$ cat config.mk
export PLATFORM = sky130hd
export DESIGN_NAME = batt_check_seq
export DESIGN_NICKNAME = d
export VERILOG_FILES = /design/src/rtl/batt_check_seq.sv
export SDC_FILE = /design/constraint.sdc
export NUM_CORES = 1
export LEC_CHECK = 0
export BUFFER_PORTS_ARGS = -buffer_cell sky130_fd_sc_hd__buf_2
export CORE_MARGIN = 3
export CORE_UTILIZATION = 50
export CTS_CLUSTER_SIZE = 16
export DETAILED_ROUTE_END_ITERATION = 8
export GPL_TIMING_DRIVEN = 0
export PLACE_DENSITY = 0.85
export REMOVE_ABC_BUFFERS = 1
export SLEW_MARGIN = 20
export SYNTH_ARGS = -nofsm -noshare
export SYNTH_HDL_FRONTEND = slang
export SYNTH_SLANG_ARGS = --single-unit
$ cat constraint.sdc
create_clock -name clk -period 4 [get_ports clk]
set_input_delay 0.8 -clock clk [delete_from_list [all_inputs] [get_ports clk]]
set_output_delay 0.8 -clock clk [all_outputs]
set_load 0.02 [all_outputs]
$ cat src/rtl/batt_check_seq.sv
module batt_check_seq #(
  parameter int ADDR_W = 11,
  parameter int DATA_W = 8
) (
  input  logic              clk,
  input  logic              rst_n,
  input  logic              start,
  input  logic [ADDR_W-1:0] test_addr,
  output logic              mem_req,
  output logic              mem_we,
  output logic [ADDR_W-1:0] mem_addr,
  output logic [DATA_W-1:0] mem_wdata,
  input  logic              mem_ack,
  input  logic [DATA_W-1:0] mem_rdata,
  output logic              done,
  output logic              battery_ok,
  output logic              battery_low
);

  typedef enum logic [2:0] {
    S_IDLE, S_PEEK, S_FLIP, S_VERIFY, S_RESTORE, S_FINISH
  } state_t;

  state_t            state;
  logic [ADDR_W-1:0] addr_q;
  logic [DATA_W-1:0] orig_q;
  logic              ok_q, low_q;

  always_ff @(posedge clk) begin
    if (!rst_n) begin
      state  <= S_IDLE;
      addr_q <= '0;
      orig_q <= '0;
      ok_q   <= 1'b0;
      low_q  <= 1'b0;
    end else begin
      case (state)
        S_IDLE: if (start) begin
          addr_q <= test_addr;
          ok_q   <= 1'b0;
          low_q  <= 1'b0;
          state  <= S_PEEK;
        end
        S_PEEK: if (mem_ack) begin
          orig_q <= mem_rdata;
          state  <= S_FLIP;
        end
        S_FLIP: if (mem_ack) state <= S_VERIFY;
        S_VERIFY: if (mem_ack) begin
          if (mem_rdata == ~orig_q) state <= S_RESTORE;
          else begin
            low_q <= 1'b1;
            state <= S_FINISH;
          end
        end
        S_RESTORE: if (mem_ack) begin
          ok_q  <= 1'b1;
          state <= S_FINISH;
        end
        S_FINISH: state <= S_IDLE;
        default:  state <= S_IDLE;
      endcase
    end
  end

  assign mem_req     = (state == S_PEEK) || (state == S_FLIP) ||
                       (state == S_VERIFY) || (state == S_RESTORE);
  assign mem_we      = (state == S_FLIP) || (state == S_RESTORE);
  assign mem_addr    = addr_q;
  assign mem_wdata   = (state == S_FLIP) ? ~orig_q : orig_q;
  assign done        = (state == S_FINISH);
  assign battery_ok  = ok_q;
  assign battery_low = low_q;

endmodule

==> metrics.md <==
| Metric | Value |
|---|---|
| Outcome | `completed` |
| Fin util | `64.0%` |
| Tcrit/Tclk final | `62.8%` |
| Mux share of post-synthesis cell area | `7.56%` |
| Die Span X | `54.8 um` |
| Crit path cell chain | `nand2b_1 > nor2_4 > xor2_1 > buf_2` |
| Slew @ Worst Pin | `0.665 ns` |
| Vias post-DR | `998` |
| Area share of and/or/nand/nor cells after synthesis | `23.7%` |
| Initial antenna violation count | `0` |
| # IOs | `47` |
| Final worst slack | `1.49 ns` |
| CTS tree | `built` |
| Core Rows | `17` |
| Worst skew pair latency | `0.29 ns` |
| Seq/Total Area, Yosys | `40.3%` |
| # port buffers | `46` |
| Vias in the first global route | `841` |
| CTS buffer count | `3` |
| ANT nets after route | `0` |
| CP endpoint kind | `primary output` |
| RSZ-0062 raised after global routing | `no` |
| Slowest cell on the critical path | `dfxtp_1` |
| Largest net degree at the start of global routing | `27` |
| Avg WL per Cell | `11.5 um` |
| Startpoint Class | `register` |
| Drt drc | `0` |
| CP Data Required Time | `3.20 ns` |
| Grt ovf | `0` |
| Number of DRC markers in iteration 0 | `10` |
| Final hold viol count | `0` |
| Xor/xnor share of the synthesized area | `13.2%` |
| Vias per inst | `4.99` |
| Syn_area_per_cell | `9.16 um2` |
| Fraction of layout cells with a size suffix above 1 | `30.8%` |
| Yosys reg bits | `24` |
| Max-cap viol count | `0` |
| Max-slew violations | `0` |
| Synth cell types | `28` |
| Worst hold path class | `reg -> reg` |
| Max FO, Critical Path | `11` |
| # Post-CTS Setup Buffers | `0` |
| Synthesis Warnings | `0` |
| Min cycle time layout | `2.51 ns` |
| Post_cts resized | `0` |
| Crit path DAT | `1.71 ns` |
| Diode count | `0` |
| GP Congestion | `0.692` |
| Dpl cells | `197` |
| Beginning of the critical path | `state[2]$_SDFFE_PN0P_` |
| CTS max path bufs | `2` |
| TNS Setup | `0 ns` |
| CP peak stage delay | `0.45 ns` |
| DPL Wire Length | `1780 um` |
| Rel. slew slack | `55.5%` |
| Full die area | `0.00300 mm2` |
| Commonest cells after routing, fill and taps aside | `buf_2, nand2_1, dfxtp_1` |
| VDD IR max | `237 uV` |
| Leading area contributor after synthesis | `dfxtp_1` |
| Mapped Cells | `130` |
| Clock slew at reported path FFs | `0.11 ns` |
| Post-Layout Cell Count | `200` |
| Post-place setup slack | `1.82 ns` |
| Total Wirelength | `2310 um` |
| Layout filler cell count | `193` |
| RR Startpoint | `state[0]$_SDFFE_PN0P_` |
| Commonest non-fill, non-tap cell in the layout | `buf_2` |
| Top cells by area, synth | `dfxtp_1, xor2_1, nand2_1, mux2i_1, a21boi_1` |
| Placed Area | `0.00141 mm2` |
| Synth Cell Area | `0.00119 mm2` |
| GRT Resource Usage Total | `15.9%` |
| Nets@finish | `197` |
| Synth Area in Adders | `0%` |
| Worst Skew | `0.00291 ns` |
| Critical path type | `reg -> out` |
| PD cells | `351 mW/mm2` |
| Hold slack final | `0.459 ns` |
| Share of the synthesized area in the top cell type | `40.3%` |
| Global-route wire length before repair | `3460 um` |
| Synthesis-to-layout area growth | `20.1%` |
| Core ar. | `0.00223 mm2` |
| CTS Hold Bufs | `0` |
| Compound-gate portion of the synthesized area | `10.7%` |
| # clock sinks | `24` |
| Largest family of logic cells by synthesized area | `simple AND/OR/NAND/NOR gates` |
| CTS Root Cell | `clkbuf_4` |
| Post-layout instance area | `0.00143 mm2` |
| Initial Util | `53.3%` |
| Max Freq | `398 MHz` |
| Total power | `502 uW` |
| Setup Viol. Count Final | `0` |
| First-pass DRT Iterations | `4` |
| Hold_sp | `mem_addr[4]$_SDFFE_PN0P_` |
| Htree depth | `1` |
| DIE HEIGHT | `54.8 um` |
| Leakage | `0.692 nW` |
-- worst max-delay path: cells and delay by family, from the launching register on --
| kind | cells | cell delay, ns |
|---|---|---|
| xor gates and xnor gates | 1 | 0.19 |
| buffers and inverters | 1 | 0.19 |
| DFF | 1 | 0.45 |
| and+or+nand+nor | 2 | 0.58 |
-- Yosys cell counts (all sizes together) --
cell type / n
a21boi: 11
a21o: 1
a21oi: 2
a22oi: 1
buf: 5
clkbuf: 2
dfxtp: 24
inv: 1
mux2i: 9
nand2: 25
nand2b: 2
nand3: 1
nand4: 2
nor2: 6
nor2b: 10
nor3: 2
nor3b: 3
o21ai: 1
o31ai: 2
or2: 1
or3b: 1
xnor2: 1
xor2: 17
-- sequential cells by signal, indices dropped and copies added, names as in the netlist --
signal and cells:
battery_ok 1, mem_addr 11, battery_low 1, state 3, orig_q 8
-- path summary, 6_finish.rpt --
kind	to	slack, ns	depth (start not counted)
setup / recovery	mem_wdata[3]	1.49	4
hold / removal	mem_addr[4]$_SDFFE_PN0P_	0.46	2
setup reg to reg	mem_addr[0]$_SDFFE_PN0P_	2.25	4
hold reg to reg	mem_addr[4]$_SDFFE_PN0P_	0.46	2
-- where the power goes --
| group | internal [mW] | switching (mW) | leakage [nW] | total (mW) |
|---|---|---|---|---|
| clock | 0.0350 | 0.0614 | 0.0138 | 0.0964 |
| sequential | 0.255 | 0.0147 | 0.196 | 0.269 |
| combinational | 0.0552 | 0.0811 | 0.482 | 0.136 |
| total | 0.345 | 0.157 | 0.692 | 0.502 |
-- kinds of logic after synthesis --
| kind of cell | count (synthesis) |
|---|---|
| DFF | 24 |
| xor gates and xnor gates | 18 |
| AOI/OAI and AO/OA | 18 |
| muxes | 9 |
| and+or+nand+nor | 53 |
| buffers and inverters | 8 |
-- routing by layer --
metal | up-vias | GRT usage, % | share of wire, %
li1 | 514 | - | -
met1 | 437 | 19.1 | 43
met2 | 43 | 27.4 | 46
met3 | 4 | 3.81 | 10
met4 | 0 | 4.98 | 0.74
met5 | - | 0 | 0
-- area by class of cell --
cell class | count | area [um2] | area share [%]
Clock buffer | 3 | 22.5 | 1.57
Inverter | 1 | 3.75 | 0.262
Multi-Input combinational cell | 98 | 658 | 46.0
Sequential cell | 24 | 480 | 33.6
Tap cell | 28 | 35.0 | 2.45
Timing Repair Buffer | 46 | 230 | 16.1
No activity file was read; power rests on OpenSTA's default activity.
